**config.mk**
```make
export PLATFORM = sky130hd
export DESIGN_NAME = eoi_storm_throttle
export DESIGN_NICKNAME = d
export VERILOG_FILES = /design/src/rtl/eoi_thr_pkg.sv /design/src/rtl/eoi_scan_seq.sv /design/src/rtl/eoi_storm_ctr.sv /design/src/rtl/eoi_defer_timer.sv /design/src/rtl/eoi_coal_track.sv /design/src/rtl/eoi_storm_throttle.sv
export SDC_FILE = /design/constraint.sdc
export NUM_CORES = 1
export LEC_CHECK = 0
export BUFFER_PORTS_ARGS = -buffer_cell sky130_fd_sc_hd__buf_4
export CELL_PAD_IN_SITES_DETAIL_PLACEMENT = 0
export CELL_PAD_IN_SITES_GLOBAL_PLACEMENT = 1
export CORE_MARGIN = 3
export CORE_UTILIZATION = 50
export CTS_BUF_LIST = sky130_fd_sc_hd__clkbuf_4 sky130_fd_sc_hd__clkbuf_8
export DETAILED_ROUTE_END_ITERATION = 10
export PLACE_DENSITY_LB_ADDON = 0.1
export SYNTH_ARGS = -nofsm -noshare
export SYNTH_HDL_FRONTEND = slang
export SYNTH_SLANG_ARGS = --single-unit
```
**constraint.sdc**
```tcl
create_clock -name clk -period 6.6 [get_ports clk]
set_input_delay 0.66 -clock clk [delete_from_list [all_inputs] [get_ports clk]]
set_output_delay 0.66 -clock clk [all_outputs]
set_load 0.01 [all_outputs]
```
**src/rtl/eoi_thr_pkg.sv**
```systemverilog
package eoi_thr_pkg;

  // Decision taken for the pin visited in the current scan cycle.
  typedef struct packed {
    logic match;   // vector equal to the broadcast vector
    logic clear;   // remote-IRR clear applies
    logic count;   // pin unmasked and pending: redelivery wanted
    logic limit;   // successive count reached the storm limit
  } eoi_act_t;

  function automatic int idx_w(input int n);
    return (n > 1) ? $clog2(n) : 1;
  endfunction

endpackage

```
**src/rtl/eoi_scan_seq.sv**
```systemverilog
module eoi_scan_seq import eoi_thr_pkg::*; #(
  parameter int NPINS = 24,
  localparam int IW = idx_w(NPINS)
) (
  input  logic          clk,
  input  logic          rst,
  input  logic          start,
  output logic          busy,
  output logic [IW-1:0] idx
);
  localparam logic [IW-1:0] LAST = IW'(NPINS - 1);

  always_ff @(posedge clk) begin
    if (rst) begin
      busy <= 1'b0;
      idx  <= '0;
    end else if (!busy && start) begin
      busy <= 1'b1;
      idx  <= '0;
    end else if (busy) begin
      if (idx == LAST) begin
        busy <= 1'b0;
        idx  <= '0;
      end else begin
        idx <= idx + 1'b1;
      end
    end
  end
endmodule

```
**src/rtl/eoi_storm_ctr.sv**
```systemverilog
module eoi_storm_ctr import eoi_thr_pkg::*; #(
  parameter int NPINS = 24,
  parameter int STORM_LIMIT = 10000,
  localparam int IW = idx_w(NPINS),
  localparam int CW = $clog2(STORM_LIMIT + 1)
) (
  input  logic          clk,
  input  logic          rst,
  input  logic [IW-1:0] idx,
  output logic [CW-1:0] rd_cnt,
  input  logic          wr_en,
  input  logic [CW-1:0] wr_val
);
  logic [CW-1:0] cnt_mem [NPINS];

  always_ff @(posedge clk) begin
    if (rst) begin
      for (int i = 0; i < NPINS; i++) cnt_mem[i] <= '0;
    end else if (wr_en) begin
      cnt_mem[idx] <= wr_val;
    end
  end

  assign rd_cnt = cnt_mem[idx];
endmodule

```
**src/rtl/eoi_defer_timer.sv**
```systemverilog
module eoi_defer_timer #(
  parameter int DEFER_CYCLES = 1000000,
  localparam int DW = $clog2(DEFER_CYCLES + 1)
) (
  input  logic clk,
  input  logic rst,
  input  logic arm,
  output logic fire
);
  logic          running;
  logic [DW-1:0] remain;

  assign fire = running && (remain == '0);

  always_ff @(posedge clk) begin
    if (rst) begin
      running <= 1'b0;
      remain  <= '0;
    end else if (arm && (!running || fire)) begin
      running <= 1'b1;
      remain  <= DW'(DEFER_CYCLES - 1);
    end else if (fire) begin
      running <= 1'b0;
    end else if (running) begin
      remain <= remain - 1'b1;
    end
  end
endmodule

```
**src/rtl/eoi_coal_track.sv**
```systemverilog
module eoi_coal_track #(
  parameter int NTARGETS = 16,
  parameter int VEC_W = 8,
  localparam int TW = $clog2(NTARGETS),
  localparam int OW = $clog2(NTARGETS + 1)
) (
  input  logic             clk,
  input  logic             rst,
  input  logic             load,
  input  logic [TW-1:0]    load_tgt,
  input  logic [VEC_W-1:0] load_vec,
  input  logic             eoi,
  input  logic [TW-1:0]    eoi_src,
  input  logic [VEC_W-1:0] eoi_vec,
  output logic [OW-1:0]    outstanding
);
  logic [NTARGETS-1:0] owe;
  logic [VEC_W-1:0]    rec_vec [NTARGETS];
  logic                do_set, do_clr;

  assign do_clr = eoi && owe[eoi_src] && (rec_vec[eoi_src] == eoi_vec);
  assign do_set = load && !owe[load_tgt];

  always_ff @(posedge clk) begin
    if (rst) begin
      owe         <= '0;
      outstanding <= '0;
      for (int i = 0; i < NTARGETS; i++) rec_vec[i] <= '0;
    end else begin
      if (do_clr) owe[eoi_src] <= 1'b0;
      if (do_set) begin
        owe[load_tgt]     <= 1'b1;
        rec_vec[load_tgt] <= load_vec;
      end
      if (do_set && !do_clr)      outstanding <= outstanding + 1'b1;
      else if (do_clr && !do_set) outstanding <= outstanding - 1'b1;
    end
  end
endmodule

```
**src/rtl/eoi_storm_throttle.sv**
```systemverilog
module eoi_storm_throttle import eoi_thr_pkg::*; #(
  parameter int NPINS = 24,
  parameter int VEC_W = 8,
  parameter int STORM_LIMIT = 10000,
  parameter int DEFER_CYCLES = 1000000,
  parameter int NTARGETS = 16
) (
  input  logic                         clk,
  input  logic                         rst,
  input  logic                         eoi_valid,
  input  logic [VEC_W-1:0]             eoi_vector,
  input  logic                         eoi_level,
  input  logic [$clog2(NTARGETS)-1:0]  eoi_src,
  input  logic                         directed_eoi,
  input  logic [NPINS*VEC_W-1:0]       pin_vector,
  input  logic [NPINS-1:0]             pin_level,
  input  logic [NPINS-1:0]             pin_mask,
  input  logic [NPINS-1:0]             pin_pending,
  input  logic [NPINS-1:0]             pin_rirr,
  input  logic                         trk_load,
  input  logic [$clog2(NTARGETS)-1:0]  trk_target,
  input  logic [VEC_W-1:0]             trk_vector,
  output logic                         busy,
  output logic [NPINS-1:0]             ack_notify,
  output logic [NPINS-1:0]             rirr_clr,
  output logic [NPINS-1:0]             redeliver,
  output logic [$clog2(NTARGETS+1)-1:0] trk_outstanding
);
  localparam int IW = idx_w(NPINS);
  localparam int CW = $clog2(STORM_LIMIT + 1);

  logic [VEC_W-1:0] vec_arr [NPINS];
  for (genvar g = 0; g < NPINS; g++) begin : g_vec
    assign vec_arr[g] = pin_vector[g*VEC_W +: VEC_W];
  end

  logic             accept;
  logic [VEC_W-1:0] e_vec;
  logic             e_noclr;
  logic [IW-1:0]    scan_idx;
  logic [CW-1:0]    cnt_cur, cnt_inc, cnt_nxt;
  logic             cnt_we;
  logic             defer_fire;
  logic [NPINS-1:0] idx_oh, fire_mask;
  eoi_act_t         act;

  assign accept = eoi_valid && !busy;

  // Broadcast fields held for the length of the scan.
  always_ff @(posedge clk) begin
    if (rst) begin
      e_vec   <= '0;
      e_noclr <= 1'b0;
    end else if (accept) begin
      e_vec   <= eoi_vector;
      e_noclr <= !eoi_level || directed_eoi;
    end
  end

  eoi_scan_seq #(.NPINS(NPINS)) scan_i (
    .clk(clk), .rst(rst), .start(accept), .busy(busy), .idx(scan_idx)
  );

  eoi_storm_ctr #(.NPINS(NPINS), .STORM_LIMIT(STORM_LIMIT)) ctr_i (
    .clk(clk), .rst(rst), .idx(scan_idx), .rd_cnt(cnt_cur),
    .wr_en(cnt_we), .wr_val(cnt_nxt)
  );

  assign cnt_inc = cnt_cur + 1'b1;

  always_comb begin
    act.match = busy && (vec_arr[scan_idx] == e_vec);
    act.clear = act.match && !e_noclr;
    act.count = act.clear && !pin_mask[scan_idx] && pin_pending[scan_idx];
    act.limit = act.count && (cnt_inc == CW'(STORM_LIMIT));
    cnt_we    = act.clear;
    if (act.count && !act.limit) cnt_nxt = cnt_inc;
    else                         cnt_nxt = '0;
  end

  eoi_defer_timer #(.DEFER_CYCLES(DEFER_CYCLES)) tmr_i (
    .clk(clk), .rst(rst), .arm(act.limit), .fire(defer_fire)
  );

  assign idx_oh    = NPINS'(1) << scan_idx;
  assign fire_mask = pin_level & pin_pending & ~pin_mask & ~pin_rirr;

  always_ff @(posedge clk) begin
    if (rst) begin
      ack_notify <= '0;
      rirr_clr   <= '0;
      redeliver  <= '0;
    end else begin
      ack_notify <= act.match ? idx_oh : '0;
      rirr_clr   <= act.clear ? idx_oh : '0;
      redeliver  <= ((act.count && !act.limit) ? idx_oh : '0)
                  | (defer_fire ? fire_mask : '0);
    end
  end

  eoi_coal_track #(.NTARGETS(NTARGETS), .VEC_W(VEC_W)) trk_i (
    .clk(clk), .rst(rst), .load(trk_load), .load_tgt(trk_target),
    .load_vec(trk_vector), .eoi(accept), .eoi_src(eoi_src),
    .eoi_vec(eoi_vector), .outstanding(trk_outstanding)
  );
endmodule

```
* Word level (Yosys, flattened, before mapping) *
Memories as Yosys holds them, arrays and structs flattened. A register that Yosys moved wholly into a read port is not among the register bits.
Cells that the tools add are included.

operators by class
  $lt $le $gt $ge = 6
  add/subtract/negate cells = 5
  bitwise operators = 13
  shift-type cells = 1
  reduce and logical (&&, ||, !) cells = 40
  equality and inequality tests = 5
  muxes and demuxes = 48

operators with widths
  cell                   number
  $and 24x24->24         3
  $mux 20                3
  $mux 16                3
  $mux 24                2
  $not 24->24            2
  $bmux 8 s5             1
  $mux 5                 6
  $mux 14                2
  $mux 8                 3
  $or 24x24->24          1
  $shl 1x5->24 const A   1
  $mux 1                 21
  $logic_not 20->1       1
  $sub 20x1->20 const B  1
  $logic_and 1x1->1      17
  $and 16x16->16         1
  $eq 8x8->1             2
  $not 16->16            1
  $or 16x16->16          1
  $add 14x1->14 const B  1
  $eq 14x14->1 const B   1
  $reduce_or 14->1       1
  $add 5x1->5 const B    2
  $bmux 1 s5             2
  18 further kinds       39

storage, ports and cells
  register bits after elaboration = 129
  word-level logic and storage cells = 132
  RAM bits = 464
  input port bits = 318
  memories kept = 2

memory list
  memory         depth  width  read ports  clocked after memory_dff  write ports  RTL line              source
  ctr_i.cnt_mem  24     14     1           1                         24           eoi_storm_ctr.sv:14   logic [CW-1:0] cnt_mem [NPINS];
  trk_i.rec_vec  16     8      1           0                         16           eoi_coal_track.sv:18  logic [VEC_W-1:0] rec_vec [NTARGETS];

* Logic depth before layout (Yosys ltp) *
  depth after elaboration = 14
  mapped depth = 18
  mapped depth without buffers = 15

* Modules after synthesis *
Synthesis repeated with hierarchy kept, for this count alone.

second synthesis, totals
  cells, all modules = 2780
  area, all modules = 34952.3 µm²

modules (own cells, without submodules)
  module              area each (µm²)  cells an instance  sequential area each (µm²)  times used
  eoi_storm_ctr       19921.6          1358               13452.9                     1
  eoi_coal_track      7370.8           568                4264.1                      1
  eoi_storm_throttle  6172.2           691                1621.6                      1
  eoi_defer_timer     1222.4           136                420.4                       1
  eoi_scan_seq        265.3            27                 120.1                       1

* Worst setup path before layout *
OpenSTA, ideal clock, no wires.

  path kind = input port to flip-flop
  start point = in eoi_src[0]
  end point = reg trk_i.outstanding[4]
  library setup time = 70 ps
  required time = 6530 ps
  arrival time = 4765 ps
  path buffers = 2
  setup slack = 1765 ps
  stages on the path = 16
  cell sequence = clkbuf_1 > buf_1 > mux4_2 > mux4_2 > xnor2_1 > nand2_1 > nor4_1 > inv_1 > ha_1 > inv_1 > ha_1 > a21o_1 > a21oi_1 > xnor2_1 > or3_1 > a21oi_1

on the way
  longest elaborated chain between the ends = 7
  elaborated cells on any way between the ends = 11
  those cells by class = eq/ne (1); mux (3); reduce/logical (6); memory (1)

RTL lines
  element                                                               RTL line                  source
  from (decl)                                                           eoi_storm_throttle.sv:13  input logic [$clog2(NTARGETS)-1:0] eoi_src,
  parallel branches: the longest is 3 deep, another holds $mem_v2 16x8  -
  $logic_and 1x1->1 *                                                   eoi_coal_track.sv:21      assign do_clr = eoi && owe[eoi_src] && (rec_vec[eoi_src] == eoi_vec);
  $logic_not 1->1                                                       eoi_coal_track.sv:35      if (do_set && !do_clr) outstanding <= outstanding + 1'b1;
  $logic_and 1x1->1                                                     eoi_coal_track.sv:35
  $mux 5 / $reduce_bool 2->1 (equally long branches)                    -
  to (signal assigned)                                                  eoi_coal_track.sv:35
  to (signal assigned)                                                  eoi_coal_track.sv:36      else if (do_clr && !do_set) outstanding <= outstanding - 1'b1;
  to (decl)                                                             eoi_coal_track.sv:15      output logic [OW-1:0] outstanding

Every way passes the cells marked *. The select of a mux whose other input is x is not followed.
A chain may end at the register's enable or synchronous reset.

==> metrics.md <==
| Metric | Value |
|---|---|
| Final min period | 5.40 ns |
| Share of layout cells above drive strength 1 | 0.334 |
| Final core area utilization | 0.606 |
| Die W | 263 microns |
| Std-Cell Rows | 93 |
| WHS Endpoint | e_noclr$_SDFFE_PP0P_ |
| Final hold violation count | 0 |
| Worst-case reg-to-reg path depth | 10 |
| Synth top area share | 0.522 |
| CTS tree | yes |
| Startpoint types | register |
| Clock share of power | 0.409 |
| Reg2Reg Setup Slack | 1.20 ns |
| Fmax | around 190 MHz |
| Status | finished, final reports clean |
| Grt total ovfl | 0 |
| Reg power frac | 0.519 |
| Sink Count | between 700 and 800 |
| Initial antenna violation count | 14 |
| Slew margin rel. | 0.205 |
| Post-synth EDFFs | 576 |
| Initial DRC count | 2,325 |
| R2R Path End | ctr_i.cnt_mem[25][1]$_DFFE_PP_ |
| Port-buffer cells | between 300 and 400 |
| Top-count cell post-synth | edfxtp_1 |
| Clock insertion delay at the later pin of the skew report | 0.73 ns |
| Core area | 0.0650 sq mm |
| CTS clk-pin slew, worst paths | around 0.060 ns |
| Static Leak | roughly 0.014 uW |
| Comb pwr share | 0.072 |
| Synth Register Bits | 710 |
| Final Wtd Congestion | 0.941 |
| Sw Share | 0.226 |
| Unrepaired setup endpoints after global routing | no |
| Post-cts sizing count | 0 |
| Post-synth cell types | 81 |
| Largest net degree at the start of global routing | 70 |
| Setup TNS Final | 0 ns |
| Post-route ant nets | 0 |
| Pins Over Slew Limit | 0 |
| Hold Path Depth | 2 |
| Vias/cell | between 5 and 6 |
| Top FF cell, synth | edfxtp_1 |
| Top Ports | 396 |
| Hold Path Origin | eoi_level |
| Max stage delay on crit path | 1.09 ns |
| Internal power | 7420 uW |
| Die area | 0.0694 sq mm |
| Total CTS buffers | between 100 and 150 |
| Critical Path AT | 5.79 ns |
| H-tree depth | 3 |
| Vias in the first global route | 22,900 |
| Peak VDD IR | 0.000139 V |
| Routed WL | 102 mm |
| Post-synth top area cell | edfxtp_1 |
| Hold Crit Class | input port to register |
| GRT Util Overall | 0.290 |
| Max FO, Critical Path | 67 |
| Final setup fails | 0 |
| Maximum clock path buffer count | 3 |
| Global-route wire length before repair | 148 mm |
| Tcrit/Tclk final | 0.817 |
| Post-DP HPWL | 70.1 mm |
| Post-Syn Area | 0.0331 sq mm |
| NumNets Final | 3,105 |
| Worst path slowest cell | o311ai_4 |
| DP Worst Slack | roughly 1.3 ns |
| Routed via count | 22,300 |
| CP dominant cell by count | mux4_2 |
| Max-cap violations | 0 |
| Top cells by area, synth | edfxtp_1 (52%), mux4_2 (14%), dfxtp_1 (8.1%), nor2_1 (4.7%), and2_1 (2.6%) |
| Worst Path Required | 6.99 ns |
| Root Driver | clkbuf_8 |
| Syn nets | around 2,700 |
| DRC violations left | 0 |
| Routed wire per std cell | 27.2 microns |
| DRT Pass-1 Iters | 8 |
| Die H | between 200 and 300 microns |
| CTS hold repair buffers | 0 |
| Tightest Pin Transition | 1.18 ns |
| Final setup margin | 1.20 ns |
| Synth async-reset ratio | 0 |
| Crit-path cells | buf_12 > mux4_2 > mux4_2 > mux2i_1 > nor4_2 > nand4_1 > xor2_2 > nand3_2 > o311ai_4 > inv_2 |
| Synth Instances | around 2,400 |
| Pwr/cell area | around 240 mW/mm^2 |
| CP Capture Type | register |
| YS warnings | 0 |
| Post-synthesis sequential area ratio | 0.603 |
| Initial Util | 0.509 |
| Psw | 2170 uW |
| Critical path type | register to register |
| Post-CTS Setup Bufs | 0 |
| Syn-to-layout area delta | 19.0% |
| Layout Skew | approximately 0.036 ns |
| Syn_area_per_cell | 14.1 sq um |
| Post-synth top cells | edfxtp_1 (576), nor2_1 (412), mux4_2 (212) |
-- layer usage --
| metal | wire (microns) | vias up | track usage |
|---|---|---|---|
| met5 | 0 | - | 0 |
| met4 | 4040 | 0 | 0.132 |
| met3 | 7470 | 195 | 0.0513 |
| met2 | 51000 | 1098 | 0.483 |
| met1 | 39300 | 11300 | 0.373 |
| li1 | - | 9744 | - |
-- flip-flops by register name, indices dropped and copies added, names as in the netlist, named ones only --
signal             count
tmr_i.remain          20
e_noclr                1
trk_i.owe             16
tmr_i.running          1
rirr_clr              24
e_vec                  8
scan_i.idx             5
trk_i.rec_vec        128
redeliver             24
ctr_i.cnt_mem        448
scan_i.busy            1
ack_notify            24
trk_i.outstanding      5
-- logic make-up after synthesis --
family	Yosys count	share of synthesized area
muxes	270	0.162
adders and majority gates	13	0.00514
AOI/OAI and AO/OA	201	0.0478
xor gates and xnor gates	38	0.0103
buffers and inverters	239	0.0336
and+or+nand+nor	887	0.138
DFF	710	0.603
-- cells in the final DEF (no fill, tap or decap), types with 22 or more instances in the layout --
master / count
and2_1: 137
nor2b_1: 30
xnor2_1: 25
nand4b_1: 27
buf_4: 474
dfxtp_1: 128
inv_1: 47
mux4_2: 212
nor4bb_1: 22
nor2_1: 412
mux2i_1: 45
edfxtp_1: 576
nor3_1: 33
nand2b_1: 43
o21ai_0: 32
a21oi_1: 42
nand2_1: 70
a32o_1: 24
clkbuf_8: 133
clkbuf_4: 37
-- stage by stage --
step / hold WS (ns) / std cells / power [uW] / cell area, sq um
2_1_floorplan: 0.448 / 2358 / 5420 / 33100
3_3_place_gp: 0.456 / 3514 / 5740 / 37000
3_5_place_dp: 0.463 / 3514 / 5760 / 37000
4_1_cts: 0.0823 / 3726 / 9660 / 39400
5_1_grt: 0.117 / 3738 / 9900 / 39400
6_report: 0.143 / 3738 / 9590 / 39400
-- power by group through the flow --
stage / Combinational, uW / Sequential, uW / Clock, uW
2_1_floorplan: 383 / 5040 / 0
3_3_place_gp: 683 / 5060 / 0
3_5_place_dp: 690 / 5070 / 0
4_1_cts: 693 / 4980 / 3990
5_1_grt: 731 / 4980 / 4180
6_report: 688 / 4970 / 3930
-- final cells by class --
| class | instances | area [sq um] |
|---|---|---|
| diodes | 12 | 30.0 |
| multi-input cells | 1409 | 12100 |
| clock buffers | 170 | 2110 |
| well taps | 855 | 1070 |
| fillers | 5079 | 25600 |
| clock inverters | 42 | 283 |
| inverters | 63 | 236 |
| flip-flops and latches | 710 | 20000 |
| repair buffers | 477 | 3620 |
-- how the worst max path moves through the flow --
stage	start	endpoint	slack, ns	cells past startpoint
after floorplan	eoi_src[0]	trk_i.outstanding[4]$_SDFFE_PP0P_	1.76	16
after CTS	register	ctr_i.cnt_mem[25][1]$_DFFE_PP_	1.24	10
final	register	ctr_i.cnt_mem[25][1]$_DFFE_PP_	1.20	10
after detailed placement	register	ctr_i.cnt_mem[24][1]$_DFFE_PP_	1.27	10
after global placement	scan_i.idx[1]$_SDFFE_PP0P_	ctr_i.cnt_mem[10][5]$_SDFFCE_PN0P_	1.41	11
after global routing	register	ctr_i.cnt_mem[25][1]$_DFFE_PP_	0.91	10
-- critical path: cells and delay by family, from the launching register on --
kind / cells / cell delay [ns]
AO/OA/AOI/OAI: 1 / 1.09
buffers and inverters: 2 / 0.59
flip-flops: 1 / 0.37
XOR/XNOR: 1 / 0.25
AND/OR/NAND/NOR: 3 / 0.96
multiplexers: 3 / 1.68
No activity file was read; power rests on OpenSTA's default activity.
